### config.mk
export PLATFORM = sky130hd
export DESIGN_NAME = contention_budget_monitor
export DESIGN_NICKNAME = d
export VERILOG_FILES = /design/src/rtl/cbm_pkg.sv /design/src/rtl/cbm_weight_adder.sv /design/src/rtl/cbm_quota_next.sv /design/src/rtl/cbm_tmr_store.sv /design/src/rtl/contention_budget_monitor.sv
export SDC_FILE = /design/constraint.sdc
export NUM_CORES = 1
export LEC_CHECK = 0
export BUFFER_PORTS_ARGS = -buffer_cell sky130_fd_sc_hd__buf_2
export CORE_MARGIN = 5
export CORE_UTILIZATION = 40
export CTS_CLUSTER_SIZE = 12
export DETAILED_ROUTE_END_ITERATION = 10
export PLACE_DENSITY_LB_ADDON = 0.25
export SETUP_SLACK_MARGIN = 0.05
export SYNTH_ARGS = -nofsm -noshare
export SYNTH_HDL_FRONTEND = slang
export SYNTH_HIERARCHICAL = 1
export SYNTH_SLANG_ARGS = --single-unit
### constraint.sdc
create_clock -name clk_i -period 6.85 [get_ports clk_i]
set_input_delay 1.0275 -clock clk_i [delete_from_list [all_inputs] [get_ports clk_i]]
set_output_delay 1.0275 -clock clk_i [all_outputs]
set_load 0.02 [all_outputs]
### src/rtl/cbm_pkg.sv
package cbm_pkg;

  // Number of redundant copies of the quota register.
  localparam int unsigned TMR_COPIES = 3;

  // What the quota register does on the next edge.
  typedef enum logic [1:0] {
    ACT_HOLD   = 2'd0,
    ACT_LOAD   = 2'd1,
    ACT_CHARGE = 2'd2
  } quota_action_e;

  // Charging wins over loading: a strobe while enabled is dropped.
  function automatic quota_action_e pick_action(input logic enable, input logic load);
    if (enable)    return ACT_CHARGE;
    else if (load) return ACT_LOAD;
    else           return ACT_HOLD;
  endfunction

endpackage

### src/rtl/cbm_weight_adder.sv
module cbm_weight_adder #(
  parameter int unsigned NUM_EVENTS = 4,
  parameter int unsigned WEIGHT_W   = 8,
  parameter int unsigned SUM_W      = 11
) (
  input  logic [NUM_EVENTS-1:0]          event_i,
  input  logic [NUM_EVENTS*WEIGHT_W-1:0] weights_i,
  output logic [SUM_W-1:0]               sum_o
);

  // Per-event charge, zero when the event is idle.
  logic [WEIGHT_W-1:0] term [NUM_EVENTS];

  generate
    for (genvar g = 0; g < NUM_EVENTS; g++) begin : g_term
      assign term[g] = event_i[g] ? weights_i[g*WEIGHT_W +: WEIGHT_W] : '0;
    end
  endgenerate

  always_comb begin
    sum_o = '0;
    for (int i = 0; i < NUM_EVENTS; i++) begin
      sum_o = sum_o + SUM_W'(term[i]);
    end
  end

  // no active event means no charge.
  always_comb begin
    if (event_i == '0) begin
      assert_idle_sum_R1: assert (sum_o == '0)
        else $error("cycle charge nonzero with no events");
    end
  end

endmodule

### src/rtl/cbm_quota_next.sv
module cbm_quota_next
  import cbm_pkg::*;
#(
  parameter int unsigned QUOTA_W = 32,
  parameter int unsigned SUM_W   = 11
) (
  input  logic               enable_i,
  input  logic               load_i,
  input  logic [QUOTA_W-1:0] load_value_i,
  input  logic [QUOTA_W-1:0] cur_q_i,
  input  logic [SUM_W-1:0]   sum_i,
  output logic [QUOTA_W-1:0] next_q_o,
  output quota_action_e      action_o,
  output logic               exhausted_o
);

  // Saturating charge: never wraps below zero.
  function automatic logic [QUOTA_W-1:0] charge(input logic [QUOTA_W-1:0] q,
                                                input logic [SUM_W-1:0]   s);
    logic [QUOTA_W-1:0] s_ext;
    s_ext = QUOTA_W'(s);
    if (s_ext >= q) return '0;
    else            return q - s_ext;
  endfunction

  // The budget runs out on this cycle's charge (or already has).
  function automatic logic used_up(input logic [QUOTA_W-1:0] q,
                                   input logic [SUM_W-1:0]   s);
    return (q == '0) || (q <= QUOTA_W'(s));
  endfunction

  assign action_o    = pick_action(enable_i, load_i);
  assign exhausted_o = used_up(cur_q_i, sum_i);

  always_comb begin
    unique case (action_o)
      ACT_CHARGE: next_q_o = charge(cur_q_i, sum_i);
      ACT_LOAD:   next_q_o = load_value_i;
      default:    next_q_o = cur_q_i;
    endcase
  end

endmodule

### src/rtl/cbm_tmr_store.sv
module cbm_tmr_store
  import cbm_pkg::*;
#(
  parameter int unsigned WIDTH = 32
) (
  input  logic                  clk_i,
  input  logic                  rst_ni,
  input  logic [WIDTH-1:0]      d_i,
  input  logic [TMR_COPIES-1:0] flip_sel_i,
  input  logic [WIDTH-1:0]      flip_bits_i,
  output logic [WIDTH-1:0]      q_o,
  output logic                  disagree_o
);

  localparam int unsigned ALL_W = TMR_COPIES * WIDTH;

  logic [ALL_W-1:0] copies_q;
  logic [WIDTH-1:0] cp_a, cp_b, cp_c;

  function automatic logic [WIDTH-1:0] majority(input logic [WIDTH-1:0] a,
                                                input logic [WIDTH-1:0] b,
                                                input logic [WIDTH-1:0] c);
    return (a & b) | (b & c) | (a & c);
  endfunction

  always_ff @(posedge clk_i) begin
    if (!rst_ni) begin
      copies_q <= '0;
    end else begin
      for (int k = 0; k < TMR_COPIES; k++) begin
        copies_q[k*WIDTH +: WIDTH] <= d_i ^ (flip_sel_i[k] ? flip_bits_i : '0);
      end
    end
  end

  assign cp_a       = copies_q[0*WIDTH +: WIDTH];
  assign cp_b       = copies_q[1*WIDTH +: WIDTH];
  assign cp_c       = copies_q[2*WIDTH +: WIDTH];
  assign q_o        = majority(cp_a, cp_b, cp_c);
  assign disagree_o = (cp_a != cp_b) || (cp_b != cp_c);

  // a write with no injected flip leaves all copies equal.
  assert_repair_R9: assert property (@(posedge clk_i) disable iff (!rst_ni)
    (flip_sel_i == '0) |=> !disagree_o)
    else $error("copies still disagree after a clean write");

endmodule

### src/rtl/contention_budget_monitor.sv
module contention_budget_monitor
  import cbm_pkg::*;
#(
  parameter int unsigned NUM_EVENTS = 4,
  parameter int unsigned WEIGHT_W   = 8,
  parameter int unsigned QUOTA_W    = 32
) (
  input  logic                          clk_i,
  input  logic                          rst_ni,
  input  logic                          enable_i,
  input  logic                          quota_load_i,
  input  logic [QUOTA_W-1:0]            quota_value_i,
  input  logic [NUM_EVENTS-1:0]         event_i,
  input  logic [NUM_EVENTS*WEIGHT_W-1:0] weights_i,
  input  logic [2:0]                    flip_sel_i,
  input  logic [QUOTA_W-1:0]            flip_bits_i,
  output logic [QUOTA_W-1:0]            quota_o,
  output logic                          quota_irq_o
);

  localparam int unsigned SUM_W = WEIGHT_W + $clog2(NUM_EVENTS + 1);

  logic [SUM_W-1:0]   cycle_sum;
  logic [QUOTA_W-1:0] next_q;
  logic [QUOTA_W-1:0] voted_q;
  quota_action_e      action;
  logic               budget_gone;
  logic               copies_disagree;

  cbm_weight_adder #(
    .NUM_EVENTS (NUM_EVENTS),
    .WEIGHT_W   (WEIGHT_W),
    .SUM_W      (SUM_W)
  ) u_adder (
    .event_i   (event_i),
    .weights_i (weights_i),
    .sum_o     (cycle_sum)
  );

  cbm_quota_next #(
    .QUOTA_W (QUOTA_W),
    .SUM_W   (SUM_W)
  ) u_next (
    .enable_i     (enable_i),
    .load_i       (quota_load_i),
    .load_value_i (quota_value_i),
    .cur_q_i      (voted_q),
    .sum_i        (cycle_sum),
    .next_q_o     (next_q),
    .action_o     (action),
    .exhausted_o  (budget_gone)
  );

  cbm_tmr_store #(
    .WIDTH (QUOTA_W)
  ) u_store (
    .clk_i       (clk_i),
    .rst_ni      (rst_ni),
    .d_i         (next_q),
    .flip_sel_i  (flip_sel_i),
    .flip_bits_i (flip_bits_i),
    .q_o         (voted_q),
    .disagree_o  (copies_disagree)
  );

  assign quota_o     = voted_q;
  assign quota_irq_o = rst_ni && enable_i && budget_gone;

  // an enabled cycle never raises the quota.
  assert_no_growth_R2: assert property (@(posedge clk_i) disable iff (!rst_ni)
    enable_i |=> (quota_o <= $past(quota_o)))
    else $error("quota grew while charging");

  // a charge at or above the remaining quota leaves zero.
  assert_floor_R3: assert property (@(posedge clk_i) disable iff (!rst_ni)
    (enable_i && (QUOTA_W'(cycle_sum) >= quota_o)) |=> (quota_o == '0))
    else $error("quota did not saturate at zero");

  // load honoured while disabled.
  assert_load_R4: assert property (@(posedge clk_i) disable iff (!rst_ni)
    (!enable_i && quota_load_i) |=> (quota_o == $past(quota_value_i)))
    else $error("load value not taken");

  // strobe with enable high and zero charge leaves quota unchanged.
  assert_load_ignored_R5: assert property (@(posedge clk_i) disable iff (!rst_ni)
    (enable_i && quota_load_i && (cycle_sum == '0)) |=> $stable(quota_o))
    else $error("load accepted while enabled");

  // idle cycles hold.
  assert_hold_R6: assert property (@(posedge clk_i) disable iff (!rst_ni)
    (!enable_i && !quota_load_i) |=> $stable(quota_o))
    else $error("quota moved while idle");

  // interrupt only while enabled, and always on an empty budget.
  assert_irq_gate_R7: assert property (@(posedge clk_i) disable iff (!rst_ni)
    quota_irq_o |-> enable_i)
    else $error("interrupt while disabled");
  assert_irq_empty_R7: assert property (@(posedge clk_i) disable iff (!rst_ni)
    (enable_i && (quota_o == '0)) |-> quota_irq_o)
    else $error("no interrupt on empty budget");

  // reset clears the quota.
  assert_reset_R8: assert property (@(posedge clk_i)
    !rst_ni |=> (quota_o == '0))
    else $error("quota not cleared by reset");

  // one corrupted copy never reaches the output.
  assert_masked_R9: assert property (@(posedge clk_i) disable iff (!rst_ni)
    ($countones(flip_sel_i) <= 1) |=> (quota_o == $past(next_q)))
    else $error("single copy flip visible at output");

endmodule

# After elaboration in Yosys (flattened, before gate mapping)
# Cells that the tools add are included.
# W data, S select, Z words.
[word_totals]
ff_bits = 96
inputBits = 107
output_inout_bits = 33
wordCells = 32
[classes]
n_addsub = 4
magnitude_cmp = 2
n_eq_ne = 2
mux = 11
bitwise = 8
reduce_logical = 4
[ops]
columns = ["op", "n"]
rows = [
  ["$mux W32", 4],
  ["$and A32 B32 Y32", 3],
  ["$xor A32 B32 Y32", 3],
  ["$or A32 B32 Y32", 2],
  ["$pmux W32 S2", 1],
  ["$ge A11 B32 Y1", 1],
  ["$le A32 B11 Y1", 1],
  ["$logic_not A32 Y1", 1],
  ["$mux W8", 4],
  ["$sub A32 B11 Y32", 1],
  ["$add A11 B8 Y11", 2],
  ["$add A8 B8 Y9", 1],
  ["$eq A2 B1 Y1 const B", 1],
  ["$eq A2 B2 Y1 const B", 1],
  ["$logic_and A1 B1 Y1", 2],
  ["$mux W2", 1],
  ["$logic_or A1 B1 Y1", 1],
  ["$mux W1", 1],
]

# Longest topological paths before layout
[logic_depth]
depth_word = 8
ltp_mapped = 24
ltp_nobuf = 21

# Modules after synthesis
# Netlist, hierarchy kept.
[by_module_without_submodules]
columns = ["module", "instances", "cells_per_inst", "area_each_um2", "seq_area_each_um2"]
rows = [
  ["cbm_tmr_store", 1, 520, 5014.8, 1921.8],
  ["cbm_quota_next", 1, 282, 1865.5, 0.0],
  ["cbm_weight_adder", 1, 114, 904.6, 0.0],
  ["contention_budget_monitor", 1, 1, 6.3, 0.0],
]

# Worst setup path after synthesis
# OpenSTA, ideal clock, no wires.
[synth_timing]
kind = "input-to-output"
from = "in weights_i[9]"
to = "out quota_irq_o"
arrival_time_ns = 4.970
required_time_ns = 5.822
path_slack_ns = 0.853
path_stages = 20
n_path_buf = 1
path_cell_list = "and2_1 > fa_1 > fa_1 > ha_1 > fa_1 > a21oi_1 > nor2b_1 > a31oi_1 > xnor2_1 > inv_1 > ha_1 > clkbuf_1 > a21oi_1 > nand2_1 > o21ai_0 > nand2_1 > nand2_1 > nand2_1 > a21oi_1 > and3_1"
[synth_via]
elab_chain_cells = 7
[synth_rtl]
columns = ["element", "line", "text"]
rows = [
  ["start: declaration", "contention_budget_monitor.sv:14", "input logic [NUM_EVENTS*WEIGHT_W-1:0] weights_i,"],
  ["$mux W8", "cbm_weight_adder.sv:16", "assign term[g] = event_i[g] ? weights_i[g*WEIGHT_W +: WEIGHT_W] : '0;"],
  ["$add A8 B8 Y9", "cbm_weight_adder.sv:23", "sum_o = sum_o + SUM_W'(term[i]);"],
  ["$add A11 B8 Y11 (2 in a row)", "cbm_weight_adder.sv:23", ""],
  ["named net cycle_sum[7]", "contention_budget_monitor.sv:23", "logic [SUM_W-1:0] cycle_sum;"],
  ["$le A32 B11 Y1", "cbm_quota_next.sv:29", "return (q == '0) || (q <= QUOTA_W'(s));"],
  ["$logic_or A1 B1 Y1", "cbm_quota_next.sv:29", ""],
  ["named net budget_gone", "contention_budget_monitor.sv:27", "logic budget_gone;"],
  ["$logic_and A1 B1 Y1", "contention_budget_monitor.sv:67", "assign quota_irq_o = rst_ni && enable_i && budget_gone;"],
  ["end: declaration", "contention_budget_monitor.sv:18", "output logic quota_irq_o"],
]
# The timed path passes the listed nets, and every way through them passes these cells.

# Worst setup path in the final report
[layout_timing]
from = "in event_i[1]"
to = "out quota_irq_o"
[layout_via]
elab_chain_cells = 7
[layout_rtl]
columns = ["element", "line", "text"]
rows = [
  ["start: declaration", "contention_budget_monitor.sv:13", "input logic [NUM_EVENTS-1:0] event_i,"],
  ["$mux W8", "cbm_weight_adder.sv:16", ""],
  ["$add A8 B8 Y9", "cbm_weight_adder.sv:23", ""],
  ["$add A11 B8 Y11 (2 in a row)", "cbm_weight_adder.sv:23", ""],
  ["named net cycle_sum[7]", "contention_budget_monitor.sv:23", ""],
  ["$le A32 B11 Y1", "cbm_quota_next.sv:29", ""],
  ["$logic_or A1 B1 Y1", "cbm_quota_next.sv:29", ""],
  ["named net budget_gone", "contention_budget_monitor.sv:27", ""],
  ["$logic_and A1 B1 Y1", "contention_budget_monitor.sv:67", ""],
]
# The timed path passes the listed nets, and every way through them passes these cells.

==> impl_results.md <==
- Slew at the pin with the worst max-slew slack: about 1.1 ns
- Initial DRC Count: 270
- Final min period: roughly 6.5 ns
- Leak: between 0.004 and 0.005 uW
- PD cells: about 440 nW/um^2
- Commonest non-fill, non-tap cells in the layout: 139 x buf_2, 122 x nand2_1, 121 x xnor2_1, 120 x and2_1, 96 x dfxtp_1
- DRC errors left: 0
- Syn nets: between 1000 and 1500
- Setup TNS: 0 ns
- CTS clock-pin slew for the worst setup and hold paths: 0.06 ns
- Syn. warnings: 6
- Placed cell area: roughly 8500 sq um
- First-pass GRT wire length: between 30 and 40 mm
- Core box area: approximately 19000 sq um
- H-tree levels: 3
- Status: completed
- PnR worst setup slack: slightly below 0.4 ns
- CTS buffer count: 9
- Pins over their slew limit: 0
- CTS Buffer Depth: 2
- CTS sink count: 96
- Cell Area, Synth: between 7000 and 8000 sq um
- Fillers: 1874
- DIE HEIGHT: ~150 um
- ANT cells: 0
- Clk root buf: clkbuf_16
- Fmax: 0.155 GHz
- Worst-skew pair later-pin latency: about 0.34 ns
- CTS tree: built
- Max reg flops: 96
- RSZ-0062 raised after global routing: no
- Cells after DPL: 1236
- Fin. Hold Viols: 0
- MaxCap Viol Count: 0
- Slew headroom: 0.251
- Peak supply drop: 0.163 mV
- WP data arrival: 5.44 ns
- Setup CP Type: in -> out
- Startpoint Class: input pin
- Routed Antenna Nets: 0
- Final non-filler cell total: approximately 1300
- CP Data Required Time: ~5.8 ns
- Global-route usage over all layers: 0.169
- Final setup violation count: 0
- Final global-route overflow total: 0
- Min-Delay Path Class: reg -> reg
- Largest regs: u_store/copies_q: 96 flops
- PortBufs: ~140
- Total Power: 3910 uW
- Layout area overhead: 15.2%
- Dpl ws: between 0.15 and 0.2 ns
- Wirelength per Cell: approximately 15 um
- Largest net degree at the start of global routing: 98
- Layout net count: ~1200
- Initial antenna violation count: 3
- Top reg by flops: u_store/copies_q
- Critical path endpoint category: output pin
- Site Rows: 50
- Most common cell after layout, fill and taps aside: buf_2
- Starting Density: 0.407
- DIE WIDTH: around 150 um
- Mapped Cells: roughly 890
- Layout cell share with drive strength beyond 1: 0.162
- Post-Layout Inst Area: a little under 9000 sq um
- Via density: a little under 5
- Mean Syn Cell Area: about 8.5 sq um
- First drt pass iteration count: 4
- DR vias: approximately 6200
- Total Wirelength: 18.7 mm
- Top-level I/O count: 140
- Post-DP HPWL: between 10 and 15 mm
- Max FO, Critical Path: 8
- Die footprint: 22000 sq um
- Post-route clock period utilization: 0.943
- Vias in the first global route: 6119
- RePlAce Congestion: approximately 0.86
- Skew final: 0.0127 ns
-- stage by stage --
stage          hold slack [ns]  utilization
3_5_place_dp              1.08        0.455
5_1_grt                   1.10        0.469
3_3_place_gp              1.08        0.455
6_report                  1.08        0.469
2_1_floorplan             1.11            -
4_1_cts                   1.08        0.469
-- final timing paths --
path / slack (ns) / to / start / cells after the start
hold reg to reg: 1.08 / u_store/copies_q[47]$_SDFF_PN0_ / u_store/copies_q[79]$_SDFF_PN0_ / 5
hold / removal: 1.08 / u_store/copies_q[47]$_SDFF_PN0_ / u_store/copies_q[79]$_SDFF_PN0_ / 5
setup reg to reg: 2.91 / u_store/copies_q[2]$_SDFF_PN0_ / u_store/copies_q[55]$_SDFF_PN0_ / 11
setup / recovery: 0.39 / quota_irq_o / event_i[1] / 21
-- worst max-delay path, stage by stage --
cell	delay (ns)
buf_2	0.14
and2_1	0.16
fa_1	0.55
fa_1	0.43
ha_1	0.24
fa_1	0.48
a21oi_1	0.17
nor2b_1	0.07
a31oi_1	0.22
xnor2_1	0.15
inv_1	0.07
ha_1	0.37
a21oi_2	0.22
nand2_1	0.07
o21ai_1	0.24
nand2_1	0.13
nand2_1	0.08
nand2_1	0.05
a21oi_1	0.15
and3_1	0.22
buf_2	0.18
-- routing by layer --
layer  global-route usage  wire length (um)  share of wire  vias up
met2                0.296              8990           0.48      122
met5                    0                33         0.0018        -
met1                0.211              8450           0.45     2827
li1                     -                 -              -     3202
met4               0.0383               175         0.0093        6
met3               0.0399              1090          0.058       16
-- cell type report --
| type | count | area, sq um | share of cell area |
|---|---|---|---|
| multi-input cells | 717 | 5390 | 0.613 |
| flip-flops and latches | 96 | 1920 | 0.218 |
| repair buffers | 147 | 768 | 0.0873 |
| well taps | 234 | 293 | 0.0333 |
| clock buffers | 13 | 250 | 0.0284 |
| inverters | 42 | 158 | 0.0179 |
| clock inverters | 2 | 16.3 | 0.00185 |
-- timing repair --
item | 4_1_cts | 5_1_grt
hold buffers | 0 | 0
endpoints found under the setup margin | 0 | 1
setup buffers | 0 | 0
resized for setup | 0 | 2
-- power by group --
group	internal (uW)	switching [uW]
clock network	255	203
registers	788	120
logic	1140	1410
total	2180	1730
No activity file was read; power rests on OpenSTA's default activity.
